===== config.mk =====
export PLATFORM = sky130hd
export DESIGN_NAME = xmem_bus_ctrl
export DESIGN_NICKNAME = d
export VERILOG_FILES = /design/src/rtl/xmem_pkg.sv /design/src/rtl/xmem_seq.sv /design/src/rtl/xmem_ale_gen.sv /design/src/rtl/xmem_pin_mux.sv /design/src/rtl/xmem_bus_ctrl.sv
export SDC_FILE = /design/constraint.sdc
export NUM_CORES = 1
export LEC_CHECK = 0
export BUFFER_PORTS_ARGS = -buffer_cell sky130_fd_sc_hd__buf_2
export CELL_PAD_IN_SITES_DETAIL_PLACEMENT = 0
export CELL_PAD_IN_SITES_GLOBAL_PLACEMENT = 2
export CORE_MARGIN = 2
export CORE_UTILIZATION = 33
export DETAILED_ROUTE_END_ITERATION = 10
export HOLD_SLACK_MARGIN = 0.05
export PLACE_DENSITY_LB_ADDON = 0.05
export RECOVER_POWER = 50
export SYNTH_ARGS = -nofsm -noshare
export SYNTH_HDL_FRONTEND = slang
export SYNTH_SLANG_ARGS = --single-unit
export TNS_END_PERCENT = 1

===== constraint.sdc =====
create_clock -name clk -period 3.37 [get_ports clk]
set_input_delay 0.5055 -clock clk [delete_from_list [all_inputs] [get_ports clk]]
set_output_delay 0.5055 -clock clk [all_outputs]
set_load 0.005 [all_outputs]

===== src/rtl/xmem_pkg.sv =====
package xmem_pkg;
   typedef enum logic [2:0] {
      XS_IDLE  = 3'd0,
      XS_ADDR  = 3'd1,
      XS_LATCH = 3'd2,
      XS_STRB  = 3'd3,
      XS_HOLD  = 3'd4
   } xm_state_t;
endpackage


===== src/rtl/xmem_seq.sv =====
module xmem_seq
   import xmem_pkg::*;
#(
   parameter int DW  = 8,
   parameter int AW  = 16,
   parameter int WSW = 2
) (
   input  logic          clk,
   input  logic          rst_n,
   input  logic          req_valid,
   input  logic          req_write,
   input  logic          req_paged,
   input  logic [AW-1:0] req_addr,
   input  logic [DW-1:0] req_wdata,
   input  logic [WSW-1:0] cfg_wait,
   input  logic [DW-1:0] lo_in,
   output xm_state_t     st,
   output logic          cur_write,
   output logic          cur_paged,
   output logic [DW-1:0] cur_lo,
   output logic [DW-1:0] cur_wdata,
   output logic [AW-DW-1:0] hi_q,
   output logic [DW-1:0] rdata,
   output logic          armed,
   output logic          busy,
   output logic          done
);
   localparam int HW = AW - DW;

   logic [WSW-1:0] wcnt, wlim;

   always_ff @(posedge clk or negedge rst_n) begin
      if (!rst_n) begin
         st        <= XS_IDLE;
         wcnt      <= '0;
         wlim      <= '0;
         cur_write <= 1'b0;
         cur_paged <= 1'b0;
         cur_lo    <= '0;
         cur_wdata <= '0;
         hi_q      <= '0;
         rdata     <= '0;
         armed     <= 1'b0;
      end else begin
         armed <= 1'b1;
         case (st)
            XS_IDLE: if (req_valid) begin
               st        <= XS_ADDR;
               cur_write <= req_write;
               cur_paged <= req_paged;
               cur_lo    <= req_addr[DW-1:0];
               cur_wdata <= req_wdata;
               wlim      <= cfg_wait;
               if (!req_paged) hi_q <= req_addr[AW-1:DW];
            end
            XS_ADDR:  st <= XS_LATCH;
            XS_LATCH: begin
               st   <= XS_STRB;
               wcnt <= '0;
            end
            XS_STRB: begin
               if (wcnt == wlim) begin
                  st <= XS_HOLD;
                  if (!cur_write) rdata <= lo_in;
               end else begin
                  wcnt <= wcnt + 1'b1;
               end
            end
            XS_HOLD:  st <= XS_IDLE;
            default:  st <= XS_IDLE;
         endcase
      end
   end

   assign busy = (st != XS_IDLE);
   assign done = (st == XS_HOLD);

   // the wait counter never runs past the limit latched at acceptance
   p_wait_bound_r5: assert property (@(posedge clk) disable iff (!rst_n)
      (st == XS_STRB) |-> (wcnt <= wlim));
   // done lasts one cycle and returns the controller to idle
   p_done_pulse_r8: assert property (@(posedge clk) disable iff (!rst_n)
      done |=> (!done && !busy));
   // the captured request stays frozen while a cycle runs
   p_holdoff_r9: assert property (@(posedge clk) disable iff (!rst_n)
      (busy && !done) |=> ($stable(cur_lo) && $stable(cur_write) && $stable(cur_wdata)));

   if (HW < 1) begin : g_bad_aw
      $error("xmem_seq: AW must exceed DW");
   end
endmodule


===== src/rtl/xmem_ale_gen.sv =====
module xmem_ale_gen #(
   parameter int ALE_HALF = 2
) (
   input  logic clk,
   input  logic rst_n,
   input  logic idle,
   input  logic park,
   input  logic bus_ale,
   output logic ale
);
   logic tog;

   if (ALE_HALF < 1) begin : g_bad_half
      $error("xmem_ale_gen: ALE_HALF must be at least 1");
   end else if (ALE_HALF == 1) begin : g_fast
      always_ff @(posedge clk or negedge rst_n) begin
         if (!rst_n) tog <= 1'b1;
         else        tog <= ~tog;
      end
   end else begin : g_div
      localparam int CW = $clog2(ALE_HALF);
      localparam logic [CW-1:0] CMAX = CW'(ALE_HALF - 1);
      logic [CW-1:0] dcnt;
      always_ff @(posedge clk or negedge rst_n) begin
         if (!rst_n) begin
            dcnt <= '0;
            tog  <= 1'b1;
         end else if (dcnt == CMAX) begin
            dcnt <= '0;
            tog  <= ~tog;
         end else begin
            dcnt <= dcnt + 1'b1;
         end
      end
   end

   assign ale = idle ? (park | tog) : bus_ale;
endmodule


===== src/rtl/xmem_pin_mux.sv =====
module xmem_pin_mux
   import xmem_pkg::*;
#(
   parameter int DW = 8
) (
   input  xm_state_t     st,
   input  logic          cur_write,
   input  logic          cur_paged,
   input  logic [DW-1:0] cur_lo,
   input  logic [DW-1:0] cur_wdata,
   input  logic          armed,
   input  logic          idle_oe,
   input  logic [DW-1:0] idle_val,
   output logic [DW-1:0] lo_out,
   output logic          lo_oe,
   output logic          rd_n,
   output logic          wr_n,
   output logic          hi_drive,
   output logic          bus_ale
);
   always_comb begin
      lo_out   = '0;
      lo_oe    = 1'b0;
      rd_n     = 1'b1;
      wr_n     = 1'b1;
      bus_ale  = 1'b0;
      hi_drive = (st != XS_IDLE) && !cur_paged;
      case (st)
         XS_IDLE: begin
            lo_oe  = idle_oe & armed;
            lo_out = idle_val;
         end
         XS_ADDR: begin
            bus_ale = 1'b1;
            lo_oe   = 1'b1;
            lo_out  = cur_lo;
         end
         XS_LATCH: begin
            lo_oe  = 1'b1;
            lo_out = cur_lo;
         end
         XS_STRB: begin
            rd_n   = cur_write;
            wr_n   = !cur_write;
            lo_oe  = cur_write;
            lo_out = cur_write ? cur_wdata : '0;
         end
         XS_HOLD: begin
            lo_oe  = cur_write;
            lo_out = cur_write ? cur_wdata : '0;
         end
         default: ;
      endcase
   end
endmodule


===== src/rtl/xmem_bus_ctrl.sv =====
module xmem_bus_ctrl
   import xmem_pkg::*;
#(
   parameter int DW       = 8,
   parameter int AW       = 16,
   parameter int WSW      = 2,
   parameter int ALE_HALF = 2
) (
   input  logic          clk,
   input  logic          rst_n,
   input  logic          req_valid,
   input  logic          req_write,
   input  logic          req_paged,
   input  logic [AW-1:0] req_addr,
   input  logic [DW-1:0] req_wdata,
   output logic          busy,
   output logic          done,
   output logic [DW-1:0] rdata,
   input  logic [WSW-1:0] cfg_wait,
   input  logic          cfg_ale_park,
   input  logic          cfg_lo_idle_oe,
   input  logic [DW-1:0] cfg_lo_idle_val,
   output logic          ale,
   output logic          rd_n,
   output logic          wr_n,
   output logic [DW-1:0] lo_out,
   output logic          lo_oe,
   input  logic [DW-1:0] lo_in,
   output logic [AW-DW-1:0] hi_out,
   output logic          hi_drive
);
   xm_state_t     st;
   logic          cur_write, cur_paged, armed, bus_ale;
   logic [DW-1:0] cur_lo, cur_wdata;

   if (WSW < 1) begin : g_bad_wsw
      $error("xmem_bus_ctrl: WSW must be at least 1");
   end

   xmem_seq #(.DW(DW), .AW(AW), .WSW(WSW)) u_seq (
      .clk(clk), .rst_n(rst_n), .req_valid(req_valid), .req_write(req_write),
      .req_paged(req_paged), .req_addr(req_addr), .req_wdata(req_wdata),
      .cfg_wait(cfg_wait), .lo_in(lo_in), .st(st), .cur_write(cur_write),
      .cur_paged(cur_paged), .cur_lo(cur_lo), .cur_wdata(cur_wdata),
      .hi_q(hi_out), .rdata(rdata), .armed(armed), .busy(busy), .done(done)
   );

   xmem_pin_mux #(.DW(DW)) u_pins (
      .st(st), .cur_write(cur_write), .cur_paged(cur_paged), .cur_lo(cur_lo),
      .cur_wdata(cur_wdata), .armed(armed), .idle_oe(cfg_lo_idle_oe),
      .idle_val(cfg_lo_idle_val), .lo_out(lo_out), .lo_oe(lo_oe),
      .rd_n(rd_n), .wr_n(wr_n), .hi_drive(hi_drive), .bus_ale(bus_ale)
   );

   xmem_ale_gen #(.ALE_HALF(ALE_HALF)) u_ale (
      .clk(clk), .rst_n(rst_n), .idle(!busy), .park(cfg_ale_park),
      .bus_ale(bus_ale), .ale(ale)
   );

   // read and write strobes are mutually exclusive
   p_one_strobe_r5: assert property (@(posedge clk) disable iff (!rst_n)
      (rd_n || wr_n));
   // shared port floats while the read strobe is low
   p_rd_float_r7: assert property (@(posedge clk) disable iff (!rst_n)
      !rd_n |-> !lo_oe);
   // write data still driven in the cycle after the write strobe rises
   p_wr_hold_r6: assert property (@(posedge clk) disable iff (!rst_n)
      $rose(wr_n) |-> (lo_oe && $stable(lo_out)));
   // address held steady across the falling latch strobe of a bus cycle
   p_addr_stable_r2: assert property (@(posedge clk) disable iff (!rst_n)
      (busy && $fell(ale)) |-> (lo_oe && $stable(lo_out) && $stable(hi_out)));
   // high port untouched whenever the controller does not own it
   p_paged_hi_r4: assert property (@(posedge clk) disable iff (!rst_n)
      (busy && !hi_drive) |-> $stable(hi_out));
endmodule


-- Yosys cells after proc, flatten, opt, wreduce, memory -nomap -nowiden
Index checks and enable logic that the tools add are counted.
- register bits after elaboration: 44
- word-level logic and storage cells: 53
- bits of input ports: 49
- muxes and demuxes: 13
- bitwise logic cells: 5
- reduce and logical (&&, ||, !) cells: 13
- add/subtract/negate cells: 2
- equality and inequality tests: 8
- operators with widths (operator ; number):
    $pmux W8 S3 ; 1
    $pmux W3 S4 ; 1
    $mux W8 ; 1
    $eq A3 B2 Y1 const B ; 2
    $mux W3 ; 2
    $ne A2 B2 Y1 const B ; 3
    $reduce_and A2 Y1 ; 3
    $reduce_and A3 Y1 ; 2
    $mux W1 ; 5
    $pmux W2 S2 ; 1
    $reduce_or A2 Y1 ; 2
    $eq A3 B1 Y1 const B ; 1
    $eq A3 B3 Y1 const B ; 1
    $logic_not A3 Y1 ; 1
    $not A1 Y1 ; 3
    $pmux W1 S3 ; 1
    $reduce_bool A3 Y1 ; 1
    $add A2 B1 Y2 const B ; 1
    $eq A2 B2 Y1 ; 1
    $logic_not A1 Y1 ; 2
    $mux W2 ; 1
    $reduce_bool A2 Y1 ; 1
    $add A1 B1 Y1 const B ; 1
    $and A1 B1 Y1 ; 1
    other kinds (2) ; 2

-- Logic depth before layout (Yosys ltp)
Gate-level depths: netlist of run 1.
- depth in word-level cells: 3
- gate-level depth with buffers: 5
- gate-level depth less buffers: 3

-- Modules after synthesis
A second synthesis of run 1 with hierarchy kept.
- cell total of the unflattened synthesis: 168
- area, all modules: 2153.3 µm²
- modules (own cells, without submodules) (module ; area each (µm²) ; instances ; cells an instance ; seq. area each (µm²)):
    xmem_seq ; 1682.9 ; 1 ; 110 ; 1051.0
    xmem_pin_mux ; 390.4 ; 1 ; 50 ; 0.0
    xmem_ale_gen ; 76.3 ; 1 ; 7 ; 51.3
    xmem_bus_ctrl ; 3.8 ; 1 ; 1 ; 0.0

-- Least setup slack after synthesis of run 1
No wires, ideal clock.
- path type: register -> output
- start: register u_seq.st[1]
- end: output port lo_out[0]
- stages on the path, launching flop included: 5
- setup slack: 1.354 ns
- arrival time: 1.510 ns
- cell sequence: dfrtp_1 buf_2 or3b_2 a21boi_2 a221o_1
- longest elaborated chain between the ends: 3
- RTL lines (item ; line ; text):
    start, declared ; xmem_seq.sv:17 ; output xm_state_t st,
    start signal, assigned ; xmem_seq.sv:34 ; st <= XS_IDLE;
    start signal, assigned ; xmem_seq.sv:48 ; st <= XS_ADDR;
    start signal, assigned ; xmem_seq.sv:56 ; XS_ADDR: st <= XS_LATCH;
    $eq A3 B3 Y1 (tied with other cells) ; xmem_pin_mux.sv:28 ; case (st)
    $reduce_or A2 Y1 (no line) ; -- ;
    $pmux W8 S3 * ; xmem_pin_mux.sv:28 ;
    end, declared ; xmem_bus_ctrl.sv:26 ; output logic [DW-1:0] lo_out,
Mark *: on every way between the ends. The rest lies on a longest branch, timed or not.

-- Worst setup path in the final report of run 1
- start: register u_seq.st[0]
- end: output port lo_out[7]
Same word-level chain as after synthesis.

==> reports/metrics.cfg, run 1 <==
[logic_synthesis]
ys_seq_area_share_pct=55.5
syn_inst=143
syn_area_per_cell_um2=13.9
synth_area_um2=1990
synth_top_area_share_pct=54.2
synth_ff_type=dfrtp_1
synth_top_cell_by_area=dfrtp_1
synthTopCellsByArea=dfrtp_1, mux2_2, mux2_4
syn_nets=192
synth_edf_count=0
ys.warnings.count=0
async_reset_ff_share_pct=100
synth.distinct_cells=34
ys_ff_latch=44

[power_and_ir_drop]
vdd_drop_max_mv=0.360
p_int_mw=1.49
clockPowerShare_pct=14.1
combPwrFrac_pct=43.3
powerDensity_nw_per_um2=890
power.share.switching_pct=33.6
leakage_nw=1.23
seq_power_share_pct=42.6
p_switching_mw=0.753

[floorplanning]
die_w_um=81.6
rows=28
core_um2=5850
die_h_um=81.6
initial_core_util_pct=33.9
ios=80
dieArea_um2=6650

[clocking]
clockBufferDepth=2
numCtsBuffers=5
clock_sinks=44
root_buffer=clkbuf_8
htree_levels=2
cts-resized-gates=0
cts_hold_buf=0
clkSlewWorstSetupHoldPaths_ns=0.08
clock_latency_ns=0.29
cts_tree=yes
post_cts_buffers=0

[run_status]
violations=capacitance limit, slew limit
status=complete, but fails checks

[worst_setup_path]
crit_type=flop to output pin
arrival_ns=2.18
r2r_cells=3
r2r-end=u_seq.hi_q[6]
critPathMaxFanout=13
crit_required_ns=2.86
rrSetupSlack_ns=1.27
startpoint_type=flop
r2r_start=u_seq.st[0]
endpoint_kind=output pin

[layout]
num_antenna_cells=0
fillers=571
layout-drive-gt1-share_pct=54.9
nets=272
area_growth_syn_to_layout_pct=26.7
final_design_area_no_fill_um2=2520

[global_routing]
grt_max_degree=45
grtUsageTotal_pct=13.8
grt_pass1_vias=1450
grt_use_met1_pct=16.5
busiest_layer=met2
grt_pass1_wl_um=6880
use_met3_pct=5.82
use_met2_pct=22.7
grt_antenna_before_repair=0
gr-total-overflow=0

[sta]
finalMaxSlewViolations=45
fin_crit_sh_pct=79.6
fmax_ghz=0.373
tns_ns=0
clock_skew_ns=0.00679
relSlewSlack_pct=-56.4
setup_violations=0
worstMarginPinSlew_ns=2.35
period_minus_slack_ns=2.68
rsz0062_at_grt=false
hold_viol=0

[detailed_routing]
vias=1407
drtPass1Iterations=3
vias_per_cell=4.71
wl_um=4320
drc=0
drt_iter0_markers=62
ant_nets=0
wl_per_cell_um=14.4

[job]
cap_violations=1

[worst_hold_path]
hold_depth=1
hold_class=flop to flop
hold_start=u_ale.g_div.dcnt
whs_endpoint=u_ale.tog

[placement]
place_area_um2=2440
io_buffer_count=79
hpwl_um=3160
gp_congestion=0.715

-- placed cells by master (no fill, tap or decap), types with 2 or more instances in the layout --
cell type	n
dfrtp_1	43
o21bai_1	2
clkbuf_8	5
inv_1	4
a221o_1	8
nor2_1	4
nand2_1	2
nor3_1	4
and2_1	2
nand2b_1	2
mux2_4	10
a21oi_1	2
clkbuf_1	5
mux2_2	25
and2_0	6
xor2_1	3
nand4b_1	3
buf_2	75
-- registers in the layout, indices dropped and copies added (netlist names) --
signal	flops
u_seq.cur_write	1
u_seq.cur_paged	1
u_seq.cur_wdata	8
u_seq.hi_q	8
u_ale.tog	1
u_seq.wcnt	2
u_ale.g_div.dcnt	1
u_seq.st	3
u_seq.rdata	8
u_seq.armed	1
u_seq.cur_lo	8
u_seq.wlim	2
-- routing by layer --
metal	part of all wire, %	vias to the layer above
met4	0.72	0
met2	50	43
met5	0	-
met1	41	685
met3	8.7	5
li1	-	674
-- cells by family (layout without fill, tap and decap cells) --
| family | after synthesis | after routing | share of synthesized area [%] |
|---|---|---|---|
| compound gates | 18 | 18 | 7.81 |
| buf+inv | 11 | 92 | 3.09 |
| simple gates | 29 | 29 | 9.39 |
| mux | 36 | 36 | 22.2 |
| xor+xnor | 4 | 4 | 1.76 |
| other cells | 1 | 1 | 0.189 |
| flops | 44 | 44 | 55.5 |
-- power by group through the flow --
stage / clock (mW) / sequential, mW / combinational, mW
after global placement: 0 / 0.953 / 0.974
after detailed placement: 0 / 0.963 / 0.992
after floorplan: 0 / 0.906 / 0.669
after CTS: 0.336 / 0.955 / 0.996
after global routing: 0.358 / 0.991 / 1.08
final: 0.316 / 0.953 / 0.970
-- critical path: stages (launching register included) --
cell	delay, ns
dfrtp_1	0.53
or3b_2	0.55
a21boi_2	0.45
a221o_1	0.25
buf_2	0.12
-- cell usage after synthesis (all sizes together), types with 2 or more instances --
library cell and count:
nor2 5, nand2b 2, nand2 2, inv 4, a221o 8, nor3 4
nand4b 3, xor2 3, and2 8, a21oi 2, buf 6, mux2 35
dfrtp 43, o21bai 2
-- per-stage QoR --
step / power (mW) / hold slack (ns) / worst slack [ns] / util [%] / cells
finish: 2.24 / 0.436 / 0.686 / 43.0 / 299
global route: 2.43 / 0.425 / 0.561 / 43.0 / 299
CTS: 2.29 / 0.405 / 0.665 / 43.1 / 299
detailed placement: 1.95 / 0.420 / 0.991 / 41.6 / 291
global placement: 1.93 / 0.415 / 1.04 / 41.6 / 291
floorplan: 1.57 / 0.210 / 1.35 / - / 143
-- worst max-delay path by stage --
stage,from,end
6_report,u_seq.st[0],lo_out[7]
4_1_cts,u_seq.st[0],lo_out[7]
3_5_place_dp,u_seq.st[0],lo_out[7]
3_3_place_gp,u_seq.st[0],lo_out[7]
2_1_floorplan,u_seq.st[1],lo_out[0]
5_1_grt,u_seq.st[0],lo_out[7]
-- layout make-up --
type                    count  area [µm²]  area share [%]
inverters                   4        15.0           0.597
well taps                  75        93.8            3.73
multi-input cells          88         822            32.7
clock inverters             2        12.5           0.497
clock buffers               6        72.6            2.88
flip-flops and latches     44        1100            43.8
repair buffers             80         398            15.8
No activity file was read; power rests on OpenSTA's default activity.
==> inputs of run 2 (changes only) <==
- CORE_UTILIZATION: 33 -> 30
- clock period: 3.37 -> 2.5 ns (I/O delays scaled with it)
==> run 2 against run 1 <==
The run now ends clean. Register-to-register slack worse by 0.76 ns. Setup slack worse by 0.56 ns. Clock skew is 0.0026 ns lower. Via count is 1.5% higher. Critical path type unchanged. Largest cell class unchanged. Highest routed layer unchanged.
==> reports/metrics.cfg, run 2 (synthesis gave the netlist of run 1 again) <==
[run_status]
status=complete, no violations  ; was complete, but fails checks

[power_and_ir_drop]
p_int_mw=2.03  ; was 1.49 mW
p_switching_mw=1.04  ; was 0.753 mW
power.share.switching_pct=33.8  ; was 33.6%
clockPowerShare_pct=13.9  ; was 14.1%
total_power_mw=3.07  ; was 2.24 mW
combPwrFrac_pct=46.0  ; was 43.3%
seq_power_share_pct=40.1  ; was 42.6%
leakage_nw=1.25  ; was 1.23 nW
vdd_drop_max_mv=0.476  ; was 0.360 mV
powerDensity_nw_per_um2=1210  ; was 890 nW/µm²

[sta]
relSlewSlack_pct=27.6  ; was -56.4%
tns_ns=0  ; unchanged
postLayoutSetupSlackWorst_ns=0.126  ; was 0.686 ns
finalMaxSlewViolations=0  ; was 45
rsz0062_at_grt=false  ; unchanged
whs_ns=0.273  ; was 0.436 ns
worstMarginPinSlew_ns=1.09  ; was 2.35 ns
fmax_ghz=0.421
hold_viol=0  ; unchanged
clock_skew_ns=0.00420  ; was 0.00679 ns
period_minus_slack_ns=2.37
fin_crit_sh_pct=95.0
setup_violations=0  ; unchanged

[worst_setup_path]
startpoint_type=flop  ; unchanged
r2r_start=u_seq.st[2]  ; was u_seq.st[0]
r2r-end=u_seq.rdata[6]  ; was u_seq.hi_q[6]
crit_type=flop to output pin  ; unchanged
critPathMaxFanout=11  ; was 13
crit_required_ns=2.12  ; was 2.86 ns
endpoint_kind=output pin  ; unchanged
r2r_cells=3  ; unchanged
rrSetupSlack_ns=0.51  ; was 1.27 ns
arrival_ns=2.00  ; was 2.18 ns
cp-startpoint=u_seq.st[2]  ; was u_seq.st[0]

[clocking]
clockBufferDepth=2  ; unchanged
clkSlewWorstSetupHoldPaths_ns=0.08  ; about the same
clock_latency_ns=0.29  ; about the same
clock_sinks=44  ; unchanged
numCtsBuffers=5  ; unchanged
htree_levels=2  ; unchanged
cts_tree=yes  ; unchanged
root_buffer=clkbuf_8  ; unchanged
cts_hold_buf=0  ; unchanged
post_cts_buffers=0  ; unchanged

[placement]
gp_congestion=0.718  ; was 0.715
pre_cts_slack_ns=0.322  ; was 0.991 ns
hpwl_um=3420  ; was 3160 µm
io_buffer_count=79  ; unchanged

[job]
cap_violations=0  ; was 1

[global_routing]
grt_max_degree=45  ; unchanged
grt_antenna_before_repair=0  ; unchanged
gr-total-overflow=0  ; unchanged
grt_pass1_vias=1618  ; was 1450
grt_pass1_wl_um=7740  ; was 6880 µm
grtUsageTotal_pct=13.7  ; was 13.8%

[floorplanning]
dieArea_um2=7290  ; was 6650 µm²
ios=80  ; unchanged
die_w_um=85.4  ; was 81.6 µm
rows=29  ; was 28
die_h_um=85.4  ; was 81.6 µm
initial_core_util_pct=31.1  ; was 33.9%
core_um2=6390  ; was 5850 µm²

[worst_hold_path]
hold_class=input port to asynchronous set/reset pin  ; was flop to flop

[detailed_routing]
drc=0  ; unchanged
ant_nets=0  ; unchanged
wl_per_cell_um=15.0  ; was 14.4 µm
wl_um=4570  ; was 4320 µm
vias=1428  ; was 1407
drtPass1Iterations=4  ; was 3
drt_iter0_markers=22  ; was 62
vias_per_cell=4.70  ; was 4.71

[layout]
area_growth_syn_to_layout_pct=28.2  ; was 26.7%
layout-drive-gt1-share_pct=55.1  ; was 54.9%
nets=275  ; was 272
layout_commonest_cell=buf_2  ; unchanged
num_antenna_cells=0  ; unchanged
post-route-util_pct=39.9  ; was 43.0%
final_cell_mix=buf_2, dfrtp_1, mux2_2  ; unchanged

## run 2: cell types whose count changed in the layout (fill, tap and decap cells not counted)
cell | before | now
clkbuf_1 | 5 | 6
clkbuf_2 | 0 | 1
buf_4 | 1 | 4
a21boi_2 | 1 | 0
clkinvlp_4 | 1 | 0
buf_2 | 75 | 74
a21boi_4 | 0 | 1
## run 2: final cells by class
| type | count | area [µm²] |
|---|---|---|
| well taps | 77 | 96.3 |
| inverters | 4 | 15.0 |
| clock inverters | 1 | 5.00 |
| fillers | 637 | 3840 |
| multi-input cells | 88 | 830 |
| clock buffers | 7 | 76.3 |
| flip-flops and latches | 44 | 1100 |
| repair buffers | 83 | 420 |
## run 2: critical path, stage by stage, from the launching register on
cell,delay (ns)
dfrtp_1,0.49
or3b_2,0.53
a21boi_4,0.34
a221o_1,0.22
buf_2,0.12
## run 2: per-stage QoR
stage / cells / cell area [µm²]
after floorplan: 143 / 1990
after global placement: 296 / 2460
after detailed placement: 296 / 2460
after CTS: 304 / 2550
after global routing: 304 / 2540
final: 304 / 2540
## run 2: power groups by stage
stage	logic, mW	registers, mW	clock network (mW)
2_1_floorplan	0.902	1.22	0
3_3_place_gp	1.40	1.23	0
3_5_place_dp	1.43	1.25	0
4_1_cts	1.44	1.24	0.454
5_1_grt	1.55	1.28	0.494
6_report	1.41	1.23	0.427
## run 2: routing by layer
layer  share of wire [%]  global-route usage [%]  up-vias
li1                    -                       -      681
met1                  40                    16.1      691
met2                  49                    22.9       51
met3                 9.9                    5.35        5
met4                 1.0                    4.33        0
met5                   0                       0        -
## run 2: worst max-delay path by stage
stage / endpoint / slack, ns
finish: lo_out[7] / 0.13
global route: lo_out[7] / 0.02
CTS: lo_out[7] / 0.11
detailed placement: lo_out[7] / 0.32
global placement: lo_out[7] / 0.37
floorplan: lo_out[0] / 0.61
## run 2: repair_timing
action                     4_1_cts  5_1_grt
setup endpoints to repair        1        0
resized for setup                1        0
hold endpoints to repair         0        0
==> inputs of run 3 (changes only) <==
==> constraint.sdc (replaced) <==
create_clock -name clk -period 2.5 [get_ports clk]
set_input_delay 0 -clock clk [delete_from_list [all_inputs] [get_ports clk]]
set_output_delay 0 -clock clk [all_outputs]
set_load 0.005 [all_outputs]
==> run 3 against run 2 <==
Flip-flop and latch count unchanged. First-iteration DRC count grew to 3.3 times the previous value. Count of clock-buffer cells in the layout stayed put. Hold slack lost 0.15 ns. Largest cell class unchanged. Total power grew 1.9%. Via count up 9.1%. Combinational power about the same. Non-clock buffer count rose by 37.
==> reports/metrics.cfg, run 3 (synthesis gave the netlist of run 1 again) <==
[sta]
rsz0062_at_grt=false  ; unchanged
clock_skew_ns=0.00555  ; was 0.00420 ns
whs_ns=0.124  ; was 0.273 ns
worstMarginPinSlew_ns=1.09  ; about the same
period_minus_slack_ns=2.19  ; was 2.37 ns
relSlewSlack_pct=27.5  ; was 27.6%
setup_violations=0  ; unchanged
fin_crit_sh_pct=87.6  ; was 95.0%
finalMaxSlewViolations=0  ; unchanged
hold_viol=0  ; unchanged
tns_ns=0  ; unchanged
fmax_ghz=0.456  ; was 0.421 GHz

[layout]
multi_input_area_um2=822  ; was 830 µm²
layout_commonest_cell=buf_2  ; unchanged
num_antenna_cells=0  ; unchanged
area_growth_syn_to_layout_pct=46.8  ; was 28.2%
final_cell_mix=buf_2, dfrtp_1, dlygate4sd3_1  ; was buf_2, dfrtp_1, mux2_2
fillers=613  ; was 637
regArea_um2=1100  ; unchanged
layout-drive-gt1-share_pct=45.1  ; was 55.1%
nets=312  ; was 275

[clocking]
clockBufferDepth=2  ; unchanged
cts_tree=yes  ; unchanged
htree_levels=2  ; unchanged
cts-resized-gates=0  ; was 1
root_buffer=clkbuf_8  ; unchanged
numCtsBuffers=5  ; unchanged
clkSlewWorstSetupHoldPaths_ns=0.08  ; about the same
post_cts_buffers=0  ; unchanged
clock_latency_ns=0.28  ; was 0.29 ns
clock_sinks=44  ; unchanged

[global_routing]
grt_antenna_before_repair=0  ; unchanged
grt_pass1_wl_um=8270  ; was 7740 µm
grtUsageTotal_pct=14.2  ; was 13.7%
grt_max_degree=45  ; unchanged
grt_pass1_vias=1719  ; was 1618
gr-total-overflow=0  ; unchanged

[detailed_routing]
wl_um=4800  ; was 4570 µm
vias_per_cell=4.57  ; was 4.70
drtPass1Iterations=4  ; unchanged
wl_per_cell_um=14.1  ; was 15.0 µm
drc=0  ; unchanged
vias=1558  ; was 1428
ant_nets=0  ; unchanged
drt_iter0_markers=72  ; was 22

[placement]
io_buffer_count=79  ; unchanged
gp_congestion=0.712  ; was 0.718
hpwl_um=3350  ; was 3420 µm

[worst_setup_path]
endpoint_kind=output pin  ; unchanged
critPathMaxFanout=13  ; was 11
critical_path.top_delay_family=compound AO/OA/AOI/OAI gates  ; unchanged
worstPathCellList=or3b_2, a21boi_2, a221o_1, buf_2  ; was or3b_2, a21boi_4, a221o_1, buf_2
crit_type=flop to output pin  ; unchanged
startpoint_type=flop  ; unchanged
slowest_stage=or3b_2  ; unchanged
worst-path-buf-inv=1  ; unchanged
crit_path_max_incr_delay_ns=0.55  ; was 0.53 ns
crit_required_ns=2.50  ; was 2.12 ns
arrival_ns=2.19  ; was 2.00 ns

[power_and_ir_drop]
vdd_drop_max_mv=0.455  ; was 0.476 mV
p_switching_mw=1.05  ; was 1.04 mW
p_int_mw=2.08  ; was 2.03 mW
seq_power_share_pct=41.0  ; was 40.1%
power.share.switching_pct=33.6  ; was 33.8%
clockPowerShare_pct=14.5  ; was 13.9%
powerDensity_nw_per_um2=1070  ; was 1210 nW/µm²
combPwrFrac_pct=44.5  ; was 46.0%
leakage_nw=1.39  ; was 1.25 nW

[floorplanning]
dieArea_um2=7290  ; unchanged
ios=80  ; unchanged
core_um2=6390  ; unchanged
rows=29  ; unchanged
die_h_um=85.4  ; unchanged
initial_core_util_pct=31.1  ; unchanged
die_w_um=85.4  ; unchanged

[run_status]
status=complete, no violations  ; unchanged

[job]
cap_violations=0  ; unchanged

[worst_hold_path]
hold_class=input port to flop  ; was input port to asynchronous set/reset pin

-- run 3: layout make-up --
cell class | instances | share of cell area, %
well taps | 77 | 3.30
inverters | 4 | 0.515
repair buffers | 120 | 27.0
flip-flops and latches | 44 | 37.8
clock inverters | 1 | 0.258
clock buffers | 7 | 2.96
multi-input cells | 88 | 28.2
-- run 3: path summary, 6_finish.rpt --
path,start,end,slack [ns],cells past startpoint
setup / recovery,u_seq.st[0],lo_out[3],0.31,4
hold / removal,req_paged,u_seq.hi_q[4],0.12,3
setup reg to reg,u_seq.st[0],u_seq.cur_paged,0.38,4
hold reg to reg,u_ale.g_div.dcnt,u_ale.tog,0.44,1
max in group asynchronous,rst_n,u_seq.wcnt[0],1.38,2
min in group asynchronous,rst_n,u_seq.st[2],0.45,2
-- run 3: worst reg2reg max path, stage by stage (launching register included) --
cell and delay, ns:
dfrtp_1 0.53, or4b_4 0.62, nor2_4 0.24, nor2_1 0.08
dlygate4sd3_1 0.55
-- run 3: timing repair --
item,in CTS,in global routing
setup endpoints to repair,0,0
hold endpoints to repair,80,0
hold buffers,38,0
-- run 3: per-stage QoR --
| step | utilization [%] | cell area (µm²) | total power [mW] | worst slack, ns | instances |
|---|---|---|---|---|---|
| 2_1_floorplan | - | 1990 | 2.12 | 0.783 | 143 |
| 4_1_cts | 45.8 | 2930 | 3.20 | 0.294 | 341 |
| 3_3_place_gp | 38.4 | 2450 | 2.62 | 0.594 | 295 |
| 5_1_grt | 45.7 | 2920 | 3.39 | 0.174 | 341 |
| 6_report | 45.7 | 2920 | 3.13 | 0.309 | 341 |
| 3_5_place_dp | 38.4 | 2450 | 2.66 | 0.494 | 295 |
-- run 3: routing by layer --
layer,share of wire [%],track usage (%)
met4,0.40,2.60
met5,0,0
met3,6.5,4.47
met2,49,23.9
met1,44,18.2
-- run 3: power groups by stage --
stage	Sequential (mW)	Combinational [mW]	Clock [mW]
after global routing	1.34	1.54	0.515
after floorplan	1.22	0.902	0
final	1.28	1.39	0.455
after detailed placement	1.29	1.37	0
after CTS	1.28	1.43	0.483
after global placement	1.27	1.35	0
